==> src/rtl/adc_pwr_pkg.sv <==
package adc_pwr_pkg;
  localparam int REG_W    = 16;
  localparam int NCONV    = 2;
  // bit positions of the control/status word
  localparam int B_ASB    = 15;
  localparam int B_ZERO_HI = 14;
  localparam int B_ZERO_LO = 13;
  localparam int B_ONE_HI = 12;
  localparam int B_STAT_LO = 10;
  localparam int B_DLY_LO = 4;
  localparam int B_APD    = 3;
  localparam int B_ONE_LO = 2;
  localparam int B_PD_LO  = 0;

  typedef enum logic [1:0] {
    SEQ_IDLE = 2'd0,
    SEQ_WAKE = 2'd1,
    SEQ_RUN  = 2'd2
  } seq_state_e;
endpackage

==> src/rtl/adc_pwr_dly_ctr.sv <==
module adc_pwr_dly_ctr #(
  parameter int DLY_W = 6
) (
  input  logic             clk,
  input  logic             rst,
  input  logic             start,
  input  logic             abort,
  input  logic [DLY_W-1:0] dly,
  output logic             busy
);
  localparam logic [DLY_W-1:0] CNT_ONE = DLY_W'(1);

  logic [DLY_W-1:0] cnt_q;

  always_ff @(posedge clk) begin
    if (rst) begin
      busy  <= 1'b0;
      cnt_q <= '0;
    end else if (abort) begin
      busy  <= 1'b0;
      cnt_q <= '0;
    end else if (start) begin
      busy  <= (dly != '0);
      cnt_q <= dly;
    end else if (busy) begin
      if (cnt_q <= CNT_ONE) busy <= 1'b0;
      cnt_q <= cnt_q - CNT_ONE;
    end
  end

  // an abort always leaves the counter idle
  a_r6_abort_idle: assert property (@(posedge clk) disable iff (rst)
    abort |=> !busy);
  // a start with a nonzero delay always makes the counter busy
  a_r5_start_busy: assert property (@(posedge clk) disable iff (rst)
    (start && !abort && dly != '0) |=> busy);
endmodule

==> src/rtl/adc_pwr_scan_fsm.sv <==
module adc_pwr_scan_fsm
  import adc_pwr_pkg::*;
#(
  parameter int DLY_W = 6
) (
  input  logic             clk,
  input  logic             rst,
  input  logic             auto_mode,
  input  logic [DLY_W-1:0] dly,
  input  logic             hold,
  input  logic             scan_req,
  input  logic             scan_done,
  output seq_state_e       state,
  output logic             scan_grant
);
  localparam logic [DLY_W-1:0] CNT_ONE = DLY_W'(1);

  logic [DLY_W-1:0] cnt_q;
  logic             pend_q;
  logic             req_any;

  assign req_any = pend_q | scan_req;

  always_ff @(posedge clk) begin
    if (rst) begin
      state      <= SEQ_IDLE;
      cnt_q      <= '0;
      pend_q     <= 1'b0;
      scan_grant <= 1'b0;
    end else begin
      scan_grant <= 1'b0;
      case (state)
        SEQ_IDLE: begin
          if (req_any && !hold) begin
            if (auto_mode && dly != '0) begin
              state  <= SEQ_WAKE;
              cnt_q  <= dly;
              pend_q <= 1'b1;
            end else begin
              state      <= SEQ_RUN;
              scan_grant <= 1'b1;
              pend_q     <= pend_q & scan_req;
            end
          end else begin
            pend_q <= req_any;
          end
        end
        SEQ_WAKE: begin
          if (cnt_q > CNT_ONE) begin
            cnt_q  <= cnt_q - CNT_ONE;
            pend_q <= 1'b1;
          end else if (!hold) begin
            state      <= SEQ_RUN;
            scan_grant <= 1'b1;
            pend_q     <= scan_req;
          end
        end
        SEQ_RUN: begin
          pend_q <= req_any;
          if (scan_done) state <= SEQ_IDLE;
        end
        default: state <= SEQ_IDLE;
      endcase
    end
  end

  // a grant lasts one cycle
  a_r12_grant_pulse: assert property (@(posedge clk) disable iff (rst)
    scan_grant |=> !scan_grant);
  // a request is granted or kept pending, never dropped
  a_r7_req_kept: assert property (@(posedge clk) disable iff (rst)
    scan_req |=> (pend_q || scan_grant));
  // no grant while the wake count still has more than one clock to go
  a_r9_wake_wait: assert property (@(posedge clk) disable iff (rst)
    (state == SEQ_WAKE && cnt_q > CNT_ONE) |=> !scan_grant);
endmodule

==> src/rtl/adc_pwr_seq.sv <==
module adc_pwr_seq
  import adc_pwr_pkg::*;
#(
  parameter int DLY_W   = 6,
  parameter int DLY_RST = 26
) (
  input  logic             clk,
  input  logic             rst,
  input  logic             wr_en,
  input  logic [REG_W-1:0] wr_data,
  output logic [REG_W-1:0] rd_data,
  input  logic             scan_req,
  input  logic             scan_done,
  output logic             scan_grant,
  output logic             clk_sel_conv,
  output logic             standby_cur,
  output logic [NCONV-1:0] pwr_en
);
  logic             asb_q;
  logic             apd_q;
  logic [DLY_W-1:0] dly_q;
  logic [NCONV-1:0] pd_q;
  logic [NCONV-1:0] start;
  logic [NCONV-1:0] abort;
  logic [NCONV-1:0] busy;
  logic [NCONV-1:0] stat;
  logic             asb_eff;
  logic             active;
  seq_state_e       state;
  logic             unused_wr;

  assign unused_wr = ^{wr_data[B_ZERO_HI:B_STAT_LO], wr_data[B_ONE_LO]};

  // configuration register
  always_ff @(posedge clk) begin
    if (rst) begin
      asb_q <= 1'b0;
      apd_q <= 1'b0;
      dly_q <= DLY_W'(DLY_RST);
      pd_q  <= '1;
    end else if (wr_en) begin
      asb_q <= wr_data[B_ASB];
      apd_q <= wr_data[B_APD];
      dly_q <= wr_data[B_DLY_LO +: DLY_W];
      pd_q  <= wr_data[B_PD_LO +: NCONV];
    end
  end

  assign active  = (state != SEQ_IDLE);
  assign asb_eff = asb_q & ~apd_q;

  for (genvar i = 0; i < NCONV; i++) begin : g_conv
    assign start[i] = wr_en && pd_q[i] && !wr_data[B_PD_LO+i] && !wr_data[B_APD];
    assign abort[i] = wr_en && wr_data[B_PD_LO+i];

    adc_pwr_dly_ctr #(.DLY_W(DLY_W)) i_ctr (
      .clk   (clk),
      .rst   (rst),
      .start (start[i]),
      .abort (abort[i]),
      .dly   (wr_data[B_DLY_LO +: DLY_W]),
      .busy  (busy[i])
    );

    assign pwr_en[i] = apd_q ? (~pd_q[i] & active) : ~pd_q[i];
    assign stat[i]   = apd_q ? ~pwr_en[i] : (pd_q[i] | busy[i]);

    // status reads powered-down right after a power-down write
    a_r4_stat_set: assert property (@(posedge clk) disable iff (rst)
      (wr_en && wr_data[B_PD_LO+i]) |=> rd_data[B_STAT_LO+i]);
  end

  adc_pwr_scan_fsm #(.DLY_W(DLY_W)) i_fsm (
    .clk        (clk),
    .rst        (rst),
    .auto_mode  (asb_q | apd_q),
    .dly        (dly_q),
    .hold       (|busy),
    .scan_req   (scan_req),
    .scan_done  (scan_done),
    .state      (state),
    .scan_grant (scan_grant)
  );

  assign clk_sel_conv = asb_eff ? active : 1'b1;
  assign standby_cur  = asb_eff & ~active;

  always_comb begin
    rd_data                      = '0;
    rd_data[B_ASB]               = asb_q;
    rd_data[B_ONE_HI]            = 1'b1;
    rd_data[B_STAT_LO +: NCONV]  = stat;
    rd_data[B_DLY_LO +: DLY_W]   = dly_q;
    rd_data[B_APD]               = apd_q;
    rd_data[B_ONE_LO]            = 1'b1;
    rd_data[B_PD_LO +: NCONV]    = pd_q;
  end

  // fixed read-only bits
  a_r2_fixed_bits: assert property (@(posedge clk) disable iff (rst)
    (rd_data[B_ZERO_HI:B_ZERO_LO] == 2'b00) && rd_data[B_ONE_HI] && rd_data[B_ONE_LO]);
  // never grant while a converter delay count was running
  a_r7_grant_ready: assert property (@(posedge clk) disable iff (rst)
    scan_grant |-> ($past(busy) == '0));
  // auto-powerdown removes power after scan-done
  a_r11_apd_off: assert property (@(posedge clk) disable iff (rst)
    (apd_q && scan_done && state == SEQ_RUN && !wr_en) |=> (pwr_en == '0));
  // no standby clock or current while auto-powerdown is on
  a_r10_apd_wins: assert property (@(posedge clk) disable iff (rst)
    apd_q |-> (clk_sel_conv && !standby_cur));
endmodule

==> config.mk <==
export PLATFORM = sky130hd
export DESIGN_NAME = adc_pwr_seq
export DESIGN_NICKNAME = d
export VERILOG_FILES = /design/src/rtl/adc_pwr_pkg.sv /design/src/rtl/adc_pwr_dly_ctr.sv /design/src/rtl/adc_pwr_scan_fsm.sv /design/src/rtl/adc_pwr_seq.sv
export SDC_FILE = /design/constraint.sdc
export NUM_CORES = 1
export LEC_CHECK = 0
export ABC_AREA = 0
export ABC_CLOCK_PERIOD_IN_PS = 4300
export BUFFER_PORTS_ARGS = -buffer_cell sky130_fd_sc_hd__buf_2
export CAP_MARGIN = 20
export CORE_UTILIZATION = 50
export CTS_CLUSTER_SIZE = 25
export DETAILED_ROUTE_END_ITERATION = 10
export PLACE_DENSITY = 0.85
export SETUP_SLACK_MARGIN = 0.5
export SYNTH_ARGS = -nofsm -noshare
export SYNTH_HDL_FRONTEND = slang
export SYNTH_SLANG_ARGS = --single-unit
==> constraint.sdc <==
create_clock -name clk -period 4.3 [get_ports clk]
set_clock_uncertainty 0.05 [all_clocks]
set_input_delay 0.215 -clock clk [delete_from_list [all_inputs] [get_ports clk]]
set_output_delay 0.215 -clock clk [all_outputs]
set_load 0.01 [all_outputs]
==> results of run 1 <==
==> flip-flops by register name (all words and copies together) (netlist names) <==
name,count
i_fsm.cnt_q,6
dly_q,6
i_fsm.state,2
apd_q,1
i_fsm.scan_grant,1
g_conv.i_ctr.busy,2
asb_q,1
pd_q,2
i_fsm.pend_q,1
g_conv.i_ctr.cnt_q,12
==> final cells by class <==
class                           instances  area [µm²]
Clock inverter                          2        12.5
Multi-Input combinational cell        174        1160
Fill cell                             338        1510
Tap cell                               48        60.1
Sequential cell                        34         681
Clock buffer                            6        82.6
Inverter                               15        56.3
Timing Repair Buffer                   31         155
==> critical path, stage by stage (launching register included) <==
cell                       delay, ns
sky130_fd_sc_hd__dfxtp_1        0.41
sky130_fd_sc_hd__inv_1          0.08
sky130_fd_sc_hd__ha_1           0.29
sky130_fd_sc_hd__o211ai_1       0.46
sky130_fd_sc_hd__o21ai_0        0.36
sky130_fd_sc_hd__o311ai_0       0.46
sky130_fd_sc_hd__o31ai_1        0.13
==> report_power, final <==
part,switching [mW],internal (mW)
Sequential,0.0501,0.360
Clock,0.123,0.129
Combinational,0.222,0.150
Total,0.395,0.639
==> stage by stage <==
| stage | hold WS (ns) | cells | power [mW] | setup slack, ns | area, µm² |
|---|---|---|---|---|---|
| after global routing | 0.124 | 310 | 1.10 | 1.79 | 2200 |
| after floorplan | 0.268 | 238 | 0.695 | 2.41 | 1980 |
| after CTS | 0.111 | 310 | 1.03 | 2.00 | 2200 |
| final | 0.111 | 310 | 1.03 | 1.94 | 2200 |
| after global placement | 0.400 | 302 | 0.770 | 2.09 | 2110 |
| after detailed placement | 0.411 | 302 | 0.780 | 2.02 | 2110 |
==> layer usage <==
| metal | global-route usage (%) | routed length (µm) | vias to the layer above |
|---|---|---|---|
| met5 | 0 | 0 | - |
| met2 | 38.9 | 2150 | 69 |
| met1 | 29.2 | 1960 | 863 |
| met3 | 4.40 | 248 | 9 |
| met4 | 9.72 | 70 | 0 |
| li1 | - | - | 877 |
==> cells by family (layout without fill, tap and decap cells) <==
group / Yosys count / in the layout / synth area share, %
compound gates: 66 / 66 / 23.9
simple gates: 74 / 74 / 18.1
xor+xnor: 10 / 10 / 4.44
mux: 10 / 10 / 5.07
other cells: 2 / 4 / 0.381
fa+ha+maj: 10 / 10 / 6.34
buf+inv: 30 / 54 / 7.29
flops: 34 / 34 / 34.5
==> worst paths after layout <==
path                                       end  slack (ns)  depth (start not counted)
worst max-delay path            i_fsm.cnt_q[4]        1.94                          6
worst max register to register  i_fsm.cnt_q[4]        1.94                          6
worst min register to register  i_fsm.state[0]        0.46                          2
worst min-delay path                     asb_q        0.11                          3
==> synth_stat cells, types with 2 or more instances <==
cell                       instances
sky130_fd_sc_hd__ha_1             10
sky130_fd_sc_hd__clkbuf_1          7
sky130_fd_sc_hd__a31oi_1           5
sky130_fd_sc_hd__o21a_1            2
sky130_fd_sc_hd__mux2i_1          10
sky130_fd_sc_hd__a21oi_1           9
sky130_fd_sc_hd__xor2_1            2
sky130_fd_sc_hd__nor3_1            8
sky130_fd_sc_hd__nand3b_1          2
sky130_fd_sc_hd__o211ai_1          3
sky130_fd_sc_hd__nor2_1           31
sky130_fd_sc_hd__xnor2_1           8
sky130_fd_sc_hd__nor2b_1           4
sky130_fd_sc_hd__a211oi_1         13
sky130_fd_sc_hd__buf_4             6
sky130_fd_sc_hd__nand3_1           4
sky130_fd_sc_hd__inv_1            14
sky130_fd_sc_hd__o311ai_0          5
sky130_fd_sc_hd__conb_1            2
sky130_fd_sc_hd__dfxtp_1          34
sky130_fd_sc_hd__or3_1             3
sky130_fd_sc_hd__a21o_1            3
sky130_fd_sc_hd__o21ai_0          11
sky130_fd_sc_hd__o31ai_1           4
sky130_fd_sc_hd__a21boi_0          2
sky130_fd_sc_hd__nand2_1          15
sky130_fd_sc_hd__nand2b_1          2
==> flow_results.xml, run 1 <==
<?xml version="1.0" encoding="UTF-8"?>
<metrics>
  <group name="run_status">
    <metric name="result_of_the_run" unit="">complete, no violations</metric>
  </group>
  <group name="grt">
    <metric name="global_route.usage.total" unit="%">23.3</metric>
    <metric name="largest_net_degree_at_the_start_of_global_routing" unit="">24</metric>
    <metric name="antenna_found_initial" unit="">0</metric>
    <metric name="first_global_vias" unit="">1641</metric>
    <metric name="grt_pass1_wl" unit="mm">7.51</metric>
    <metric name="gr-total-overflow" unit="">0</metric>
  </group>
  <group name="logic_synthesis">
    <metric name="synthesis.area" unit="µm²">1970</metric>
    <metric name="syn_avg_cell_area" unit="µm²">8.36</metric>
    <metric name="yosys_most_used_dff" unit="">sky130_fd_sc_hd__dfxtp_1</metric>
    <metric name="yosysUniqueCellTypes" unit="">44</metric>
    <metric name="ys_top_cells_by_area" unit="">sky130_fd_sc_hd__dfxtp_1, sky130_fd_sc_hd__ha_1, sky130_fd_sc_hd__nor2_1</metric>
    <metric name="yosys_register_bits" unit="">34</metric>
    <metric name="syn_inst" unit="">236</metric>
    <metric name="async_flop_share" unit="%">0</metric>
    <metric name="synth_top_area_share" unit="%">34.5</metric>
    <metric name="synthDominantAreaCellType" unit="">sky130_fd_sc_hd__dfxtp_1</metric>
    <metric name="share_of_the_yosys_chip_area_belonging_to_registers" unit="%">34.5</metric>
    <metric name="number_of_synthesized_flops_with_an_enable_pin" unit="">0</metric>
    <metric name="yosysWarnings" unit="">0</metric>
  </group>
  <group name="drt">
    <metric name="route.detailed.drc" unit="">0</metric>
    <metric name="post_drt_via_cell_ratio" unit="">5.86</metric>
    <metric name="routedWlPerCell" unit="µm">14.3</metric>
    <metric name="drt_first_pass_iters" unit="">4</metric>
    <metric name="postRouteWirelength" unit="mm">4.43</metric>
    <metric name="dr_total_vias" unit="">1818</metric>
    <metric name="antenna_violating_nets_left" unit="">0</metric>
    <metric name="drt-initial-drc-count" unit="">93</metric>
  </group>
  <group name="timing">
    <metric name="tns" unit="ns">0</metric>
    <metric name="rel_slew_slack" unit="%">54.9</metric>
    <metric name="timing.final.max_slew_violations" unit="">0</metric>
    <metric name="achievable-frequency" unit="MHz">423</metric>
    <metric name="final_period_minus_worst_setup_slack" unit="ns">2.36</metric>
    <metric name="report.final.hold_viol_count" unit="">0</metric>
    <metric name="layout_worst_path_cycle_share" unit="%">54.9</metric>
    <metric name="tightest_slew" unit="ns">0.676</metric>
    <metric name="final-setup-viol-count" unit="">0</metric>
    <metric name="grt_setup_unrepaired" unit="">false</metric>
  </group>
  <group name="cts">
    <metric name="cts.sinks" unit="">34</metric>
    <metric name="post-cts-setup-buffer-count" unit="">0</metric>
    <metric name="ctsLongestPathBuffers" unit="">2</metric>
    <metric name="cts_tree" unit="">done</metric>
    <metric name="clock_latency_reported_for_the_late_side_of_the_worst_skew_pair" unit="ns">0.29</metric>
    <metric name="htree_num_levels" unit="">2</metric>
    <metric name="clock-root-buffer" unit="">sky130_fd_sc_hd__clkbuf_8</metric>
    <metric name="clkSlewWorstSetupHoldPaths" unit="ns">0.07</metric>
    <metric name="cts_buffers" unit="">5</metric>
    <metric name="cts.repair.resized" unit="">0</metric>
    <metric name="cts-hold-fix-buffers" unit="">0</metric>
  </group>
  <group name="layout">
    <metric name="fin_nets" unit="">292</metric>
    <metric name="utilization" unit="%">59.3</metric>
    <metric name="antenna_cells" unit="">0</metric>
    <metric name="final_cell_mix" unit="">sky130_fd_sc_hd__dfxtp_1, sky130_fd_sc_hd__nor2_1, sky130_fd_sc_hd__buf_2</metric>
    <metric name="mostFrequentLayoutCell" unit="">sky130_fd_sc_hd__dfxtp_1</metric>
    <metric name="area_growth" unit="%">11.7</metric>
    <metric name="fraction_of_final_layout_cells_sized_beyond_drive_strength_1" unit="%">17.6</metric>
  </group>
  <group name="pwr">
    <metric name="power-per-cell-area" unit="nW/µm²">469</metric>
    <metric name="irDropWorstVdd" unit="mV">0.337</metric>
    <metric name="p_leak" unit="nW">0.898</metric>
  </group>
  <group name="worst_hold_path">
    <metric name="hold_path.startpoint" unit="">wr_data[15]</metric>
    <metric name="hold_path.class" unit="">input port to register</metric>
  </group>
  <group name="place">
    <metric name="place_congestion" unit="">0.802</metric>
    <metric name="detailedPlacementHpwl" unit="mm">3.08</metric>
    <metric name="io_buffers" unit="">31</metric>
  </group>
  <group name="floorplanning">
    <metric name="num_io_pins" unit="">42</metric>
    <metric name="die_h" unit="µm">64.8</metric>
    <metric name="die_x" unit="µm">64.8</metric>
    <metric name="floorplan.core_area" unit="µm²">3720</metric>
    <metric name="initial_utilization" unit="%">53.1</metric>
    <metric name="die_area" unit="µm²">4200</metric>
    <metric name="floorplan.rows" unit="">22</metric>
  </group>
  <group name="worst_setup_path">
    <metric name="worst_setup_path_category" unit="">register to register</metric>
    <metric name="worst-endpoint-required" unit="ns">4.41</metric>
    <metric name="r2r_start" unit="">i_fsm.cnt_q[0]</metric>
    <metric name="timing.critical_path.from_type" unit="">register</metric>
    <metric name="crit_end_category" unit="">register</metric>
    <metric name="worst_ep_arrival_time" unit="ns">2.47</metric>
    <metric name="crit_start" unit="">i_fsm.cnt_q[0]</metric>
    <metric name="worstPathMaxFanout" unit="">7</metric>
  </group>
  <group name="run">
    <metric name="maxCapViolCount" unit="">0</metric>
  </group>
</metrics>
Note: power is estimated with default switching activity, not from simulation.
==> run 2, diff against run 1 <==
Settings changed: ABC_CLOCK_PERIOD_IN_PS 4300 to 2400.
Clock period 4.3 ns to 2.4 ns, I/O delays scaled along.
==> flow_results.xml, run 2 (same netlist as run 1, synthesis figures left out) <==
<?xml version="1.0" encoding="UTF-8"?>
<metrics>
  <group name="grt">
    <metric name="largest_net_degree_at_the_start_of_global_routing" unit="">16</metric>
    <metric name="grt_pass1_wl" unit="mm">7.02</metric>
    <metric name="global_route.usage.total" unit="%">21.8</metric>
    <metric name="gr-total-overflow" unit="">0</metric>
    <metric name="antenna_found_initial" unit="">0</metric>
    <metric name="first_global_vias" unit="">1580</metric>
  </group>
  <group name="pwr">
    <metric name="irDropWorstVdd" unit="mV">0.656</metric>
    <metric name="p_leak" unit="nW">0.938</metric>
    <metric name="power-per-cell-area" unit="nW/µm²">844</metric>
  </group>
  <group name="cts">
    <metric name="clock-root-buffer" unit="">sky130_fd_sc_hd__clkbuf_8</metric>
    <metric name="cts.sinks" unit="">34</metric>
    <metric name="cts-hold-fix-buffers" unit="">0</metric>
    <metric name="htree_num_levels" unit="">2</metric>
    <metric name="clkSlewWorstSetupHoldPaths" unit="ns">0.07</metric>
    <metric name="cts_buffers" unit="">5</metric>
    <metric name="ctsLongestPathBuffers" unit="">2</metric>
    <metric name="clock_latency_reported_for_the_late_side_of_the_worst_skew_pair" unit="ns">0.29</metric>
    <metric name="cts_tree" unit="">done</metric>
  </group>
  <group name="worst_setup_path">
    <metric name="worst-endpoint-required" unit="ns">2.55</metric>
    <metric name="timing.critical_path.from_type" unit="">register</metric>
    <metric name="ff2ff_path_depth" unit="">5</metric>
    <metric name="worst_ep_arrival_time" unit="ns">2.04</metric>
    <metric name="worst_setup_path_category" unit="">register to register</metric>
    <metric name="worstPathMaxFanout" unit="">5</metric>
    <metric name="crit_end_category" unit="">register</metric>
  </group>
  <group name="drt">
    <metric name="drt_first_pass_iters" unit="">4</metric>
    <metric name="routedWlPerCell" unit="µm">13.6</metric>
    <metric name="drt-initial-drc-count" unit="">54</metric>
    <metric name="post_drt_via_cell_ratio" unit="">5.55</metric>
    <metric name="antenna_violating_nets_left" unit="">0</metric>
    <metric name="postRouteWirelength" unit="mm">4.31</metric>
    <metric name="dr_total_vias" unit="">1759</metric>
    <metric name="route.detailed.drc" unit="">0</metric>
  </group>
  <group name="place">
    <metric name="io_buffers" unit="">31</metric>
    <metric name="detailedPlacementHpwl" unit="mm">3.03</metric>
    <metric name="place_congestion" unit="">0.835</metric>
  </group>
  <group name="layout">
    <metric name="final_cell_mix" unit="">sky130_fd_sc_hd__nor2_1, sky130_fd_sc_hd__dfxtp_1, sky130_fd_sc_hd__buf_2</metric>
    <metric name="antenna_cells" unit="">0</metric>
    <metric name="largest_register_ff_count" unit="">12</metric>
    <metric name="fin_nets" unit="">299</metric>
    <metric name="area_growth" unit="%">15.6</metric>
    <metric name="top_regs" unit="">g_conv.i_ctr.cnt_q: 12 flops, dly_q: 6 flops, i_fsm.cnt_q: 6 flops</metric>
    <metric name="largest_register" unit="">g_conv.i_ctr.cnt_q</metric>
    <metric name="fraction_of_final_layout_cells_sized_beyond_drive_strength_1" unit="%">21.9</metric>
    <metric name="utilization" unit="%">61.4</metric>
  </group>
  <group name="timing">
    <metric name="hold_ws" unit="ns">0.0187</metric>
    <metric name="timing.final.max_slew_violations" unit="">0</metric>
    <metric name="report.final.hold_viol_count" unit="">0</metric>
    <metric name="achievable-frequency" unit="MHz">529</metric>
    <metric name="final_period_minus_worst_setup_slack" unit="ns">1.89</metric>
    <metric name="final-setup-viol-count" unit="">0</metric>
    <metric name="tns" unit="ns">0</metric>
    <metric name="grt_setup_unrepaired" unit="">true</metric>
    <metric name="layout_worst_path_cycle_share" unit="%">78.8</metric>
  </group>
  <group name="floorplanning">
    <metric name="die_area" unit="µm²">4200</metric>
    <metric name="die_x" unit="µm">64.8</metric>
    <metric name="num_io_pins" unit="">42</metric>
    <metric name="die_h" unit="µm">64.8</metric>
    <metric name="initial_utilization" unit="%">53.1</metric>
    <metric name="floorplan.core_area" unit="µm²">3720</metric>
    <metric name="floorplan.rows" unit="">22</metric>
  </group>
  <group name="worst_hold_path">
    <metric name="hold_path.class" unit="">input port to register</metric>
    <metric name="timing.hold.worst_path_depth" unit="">3</metric>
  </group>
  <group name="run">
    <metric name="maxCapViolCount" unit="">0</metric>
  </group>
  <group name="run_status">
    <metric name="result_of_the_run" unit="">complete, no violations</metric>
  </group>
</metrics>
run 2: cell types whose count changed in the layout (fill, tap and decap cells not counted), moves of 2 or more:
cell	change
sky130_fd_sc_hd__buf_4	+7
sky130_fd_sc_hd__dfxtp_1	-3
sky130_fd_sc_hd__dfxtp_2	+3
sky130_fd_sc_hd__ha_1	-2
sky130_fd_sc_hd__ha_2	+2
sky130_fd_sc_hd__o21ai_0	-2
sky130_fd_sc_hd__o311ai_0	-3
sky130_fd_sc_hd__o311ai_1	+3
run 2: stage by stage:
stage                     setup WS [ns]  total power, mW  instance area [µm²]  instances
after global routing              0.450             2.04                 2280        317
after global placement            0.522             1.39                 2130        305
final                             0.509             1.92                 2280        317
after floorplan                   0.512             1.25                 1980        238
after CTS                         0.511             1.84                 2220        313
after detailed placement          0.492             1.41                 2130        305
run 2: cell type report:
| type | count | area (µm²) |
|---|---|---|
| fill | 320 | 1440 |
| clock inverter | 1 | 5.00 |
| inverter | 15 | 56.3 |
| sequential | 34 | 684 |
| multi-input combinational | 174 | 1180 |
| tap | 48 | 60.1 |
| clock buffer | 7 | 86.3 |
| timing repair buffer | 38 | 208 |
run 2: where the power goes:
part           total (mW)  switching, mW  internal, mW
combinational       0.750          0.426         0.324
sequential          0.737         0.0906         0.646
clock               0.438          0.207         0.231
total                1.92          0.723          1.20
run 2: per-layer routing:
metal	wire, µm	vias up	part of all wire [%]	track usage (%)
li1	-	895	-	-
met1	2100	808	49	30.1
met2	1920	45	45	32.0
met3	185	11	4.3	3.52
met4	102	0	2.4	11.9
met5	0	-	0	0
run 2: worst paths after layout:
check                    from               end  slack (ns)
setup / recovery     dly_q[3]  i_fsm.scan_grant        0.51
hold / removal    wr_data[15]             asb_q        0.02
setup reg to reg     dly_q[3]  i_fsm.scan_grant        0.51
hold reg to reg      dly_q[3]          dly_q[3]        0.46
run 2: timing repair:
| action | 4_1_cts | 5_1_grt |
|---|---|---|
| setup buffers | 0 | 4 |
| resized for setup | 1 | 13 |
| pin swaps | 1 | 9 |
| endpoints found under the setup margin | 4 | 8 |
run 2: critical path, cell delays in order, from the launching register on:
cell	delay, ns
sky130_fd_sc_hd__dfxtp_2	0.34
sky130_fd_sc_hd__or4_4	0.54
sky130_fd_sc_hd__o32ai_4	0.38
sky130_fd_sc_hd__buf_4	0.18
sky130_fd_sc_hd__o211ai_1	0.08
sky130_fd_sc_hd__a211oi_1	0.24
==> run 3, diff against run 2 <==
Settings changed: ABC_CLOCK_PERIOD_IN_PS 2400 to 1700, CORE_UTILIZATION 50 to 49, PLACE_DENSITY 0.85 to 0.87.
Clock period 2.4 ns to 1.7 ns, I/O delays scaled along.
==> flow_results.xml, run 3 (same netlist as run 1, synthesis figures left out) <==
<?xml version="1.0" encoding="UTF-8"?>
<metrics>
  <group name="layout">
    <metric name="mostFrequentLayoutCell" unit="">sky130_fd_sc_hd__buf_4</metric>
    <metric name="largest_register_ff_count" unit="">12</metric>
    <metric name="multi_input_area" unit="µm²">1480</metric>
    <metric name="fill_cells" unit="">171</metric>
    <metric name="seqCellArea" unit="µm²">713</metric>
    <metric name="antenna_cells" unit="">0</metric>
    <metric name="top_regs" unit="">g_conv.i_ctr.cnt_q: 12 flops, dly_q: 6 flops, i_fsm.cnt_q: 6 flops</metric>
    <metric name="fin_nets" unit="">332</metric>
    <metric name="largest_register" unit="">g_conv.i_ctr.cnt_q</metric>
    <metric name="final_cell_mix" unit="">sky130_fd_sc_hd__buf_4, sky130_fd_sc_hd__buf_2, sky130_fd_sc_hd__nor2_1</metric>
    <metric name="final_non_filler_cell_area" unit="µm²">2940</metric>
    <metric name="area_growth" unit="%">49.1</metric>
    <metric name="fraction_of_final_layout_cells_sized_beyond_drive_strength_1" unit="%">52.6</metric>
  </group>
  <group name="timing">
    <metric name="final_period_minus_worst_setup_slack" unit="ns">1.91</metric>
    <metric name="layout_worst_path_cycle_share" unit="%">112</metric>
    <metric name="report.final.hold_viol_count" unit="">0</metric>
    <metric name="achievable-frequency" unit="MHz">523</metric>
    <metric name="grt_setup_unrepaired" unit="">true</metric>
    <metric name="timing.final.max_slew_violations" unit="">0</metric>
    <metric name="final-setup-viol-count" unit="">10</metric>
    <metric name="fin_ws" unit="ns">-0.212</metric>
  </group>
  <group name="grt">
    <metric name="largest_net_degree_at_the_start_of_global_routing" unit="">18</metric>
    <metric name="global_route.usage.total" unit="%">32.6</metric>
    <metric name="grt_pass1_wl" unit="mm">10.2</metric>
    <metric name="first_global_vias" unit="">2122</metric>
    <metric name="antenna_found_initial" unit="">0</metric>
    <metric name="gr-total-overflow" unit="">0</metric>
  </group>
  <group name="place">
    <metric name="place_congestion" unit="">0.902</metric>
    <metric name="placement.cell_area" unit="µm²">2360</metric>
    <metric name="io_buffers" unit="">31</metric>
    <metric name="detailedPlacementHpwl" unit="mm">3.53</metric>
    <metric name="dp_worst_setup_slack" unit="ns">-0.0688</metric>
  </group>
  <group name="drt">
    <metric name="post_drt_via_cell_ratio" unit="">6.70</metric>
    <metric name="detail_route.wirelength.met1" unit="mm">2.95</metric>
    <metric name="met2RoutedLength" unit="mm">3.86</metric>
    <metric name="top_layer_used_by_detailed_routing" unit="">met4</metric>
    <metric name="drt_first_pass_iters" unit="">5</metric>
    <metric name="postRouteWirelength" unit="mm">8.34</metric>
    <metric name="met3WireLength" unit="µm">961</metric>
    <metric name="routedWlPerCell" unit="µm">23.8</metric>
    <metric name="drt-initial-drc-count" unit="">244</metric>
    <metric name="dr_total_vias" unit="">2344</metric>
    <metric name="route.detailed.drc" unit="">0</metric>
    <metric name="antenna_violating_nets_left" unit="">0</metric>
  </group>
  <group name="pwr">
    <metric name="irDropWorstVdd" unit="mV">1.31</metric>
    <metric name="p_leak" unit="nW">1.16</metric>
    <metric name="power-per-cell-area" unit="nW/µm²">1290</metric>
  </group>
  <group name="floorplanning">
    <metric name="die_area" unit="µm²">4280</metric>
    <metric name="num_io_pins" unit="">42</metric>
    <metric name="die_h" unit="µm">65.5</metric>
    <metric name="die_x" unit="µm">65.5</metric>
    <metric name="initial_utilization" unit="%">52.3</metric>
    <metric name="floorplan.rows" unit="">22</metric>
    <metric name="floorplan.core_area" unit="µm²">3770</metric>
  </group>
  <group name="run">
    <metric name="maxCapViolCount" unit="">0</metric>
  </group>
  <group name="worst_setup_path">
    <metric name="worst-endpoint-required" unit="ns">1.83</metric>
    <metric name="worst_ep_arrival_time" unit="ns">2.04</metric>
    <metric name="worstPathMaxFanout" unit="">6</metric>
    <metric name="worst_setup_path_category" unit="">register to register</metric>
    <metric name="timing.critical_path.from_type" unit="">register</metric>
    <metric name="crit_end_category" unit="">register</metric>
  </group>
  <group name="cts">
    <metric name="cts_buffers" unit="">5</metric>
    <metric name="htree_num_levels" unit="">2</metric>
    <metric name="cts_tree" unit="">done</metric>
    <metric name="ctsLongestPathBuffers" unit="">2</metric>
    <metric name="clock-root-buffer" unit="">sky130_fd_sc_hd__clkbuf_8</metric>
    <metric name="clkSlewWorstSetupHoldPaths" unit="ns">0.08</metric>
    <metric name="clock_latency_reported_for_the_late_side_of_the_worst_skew_pair" unit="ns">0.31</metric>
    <metric name="cts.sinks" unit="">34</metric>
  </group>
  <group name="run_status">
    <metric name="result_of_the_run" unit="">finished with violations</metric>
    <metric name="failed_checks" unit="">setup timing</metric>
  </group>
  <group name="worst_hold_path">
    <metric name="hold_path.class" unit="">input port to register</metric>
  </group>
</metrics>
-- run 3: changes by cell type in the layout (fill, tap and decap cells not counted), moves of 5 or more --
| cell | before | now |
|---|---|---|
| sky130_fd_sc_hd__a211oi_1 | 13 | 6 |
| sky130_fd_sc_hd__dfxtp_1 | 31 | 14 |
| sky130_fd_sc_hd__dfxtp_2 | 3 | 17 |
| sky130_fd_sc_hd__buf_4 | 7 | 33 |
| sky130_fd_sc_hd__nor2_2 | 0 | 5 |
| sky130_fd_sc_hd__nor2_1 | 31 | 23 |
| sky130_fd_sc_hd__inv_1 | 14 | 8 |
| sky130_fd_sc_hd__buf_6 | 0 | 7 |
| sky130_fd_sc_hd__a211oi_2 | 0 | 7 |
-- run 3: worst max-delay path, stage by stage (launching register included) --
cell and delay (ns):
sky130_fd_sc_hd__dfxtp_2 0.33, sky130_fd_sc_hd__or4_4 0.55, sky130_fd_sc_hd__o32ai_4 0.35, sky130_fd_sc_hd__o21a_4 0.24
sky130_fd_sc_hd__nor3_2 0.06, sky130_fd_sc_hd__o21a_1 0.20
-- run 3: per-stage QoR --
step / setup TNS, ns / util, % / std cells / hold slack, ns / total power, mW
detailed placement: -0.262 / 62.6 / 328 / 0.340 / 2.32
global placement: -0.0355 / 62.6 / 328 / 0.271 / 2.28
CTS: -0.522 / 73.1 / 348 / 0.0312 / 3.44
finish: -1.56 / 78.0 / 350 / 0.0197 / 3.80
global route: -1.93 / 78.0 / 350 / 0.0279 / 3.88
floorplan: -0.0599 / - / 238 / 0.138 / 1.88
-- run 3: what timing repair did --
item                       CTS  global route
setup endpoints to repair   30            29
pin swaps                   30            24
hold buffers                 0             0
buffers inserted            12             2
resized for setup           50            41
-- run 3: worst paths after layout --
check,from,end,slack (ns),depth (start not counted)
worst max register to register,dly_q[3],i_fsm.cnt_q[1],-0.21,5
worst min register to register,i_fsm.state[0],i_fsm.state[0],0.47,2
worst min-delay path,wr_data[15],asb_q,0.02,3
worst max-delay path,dly_q[3],i_fsm.cnt_q[1],-0.21,5
-- run 3: power breakdown --
part | switching (mW) | internal (mW) | total [mW]
registers | 0.143 | 0.920 | 1.06
logic | 0.995 | 0.772 | 1.77
clock network | 0.342 | 0.626 | 0.968
-- run 3: cell type report --
class                           instances  area share [%]
Clock inverter                          2            2.04
Timing Repair Buffer                   71            16.4
Multi-Input combinational cell        174            50.3
Clock buffer                            6            2.81
Inverter                               15            2.17
Tap cell                               48            2.04
Sequential cell                        34            24.2
-- run 3: routing by layer --
metal	global-route usage, %	up-vias
li1	-	957
met1	36.5	1067
met2	54.0	240
met3	9.20	80
met4	20.1	0
met5	0	-
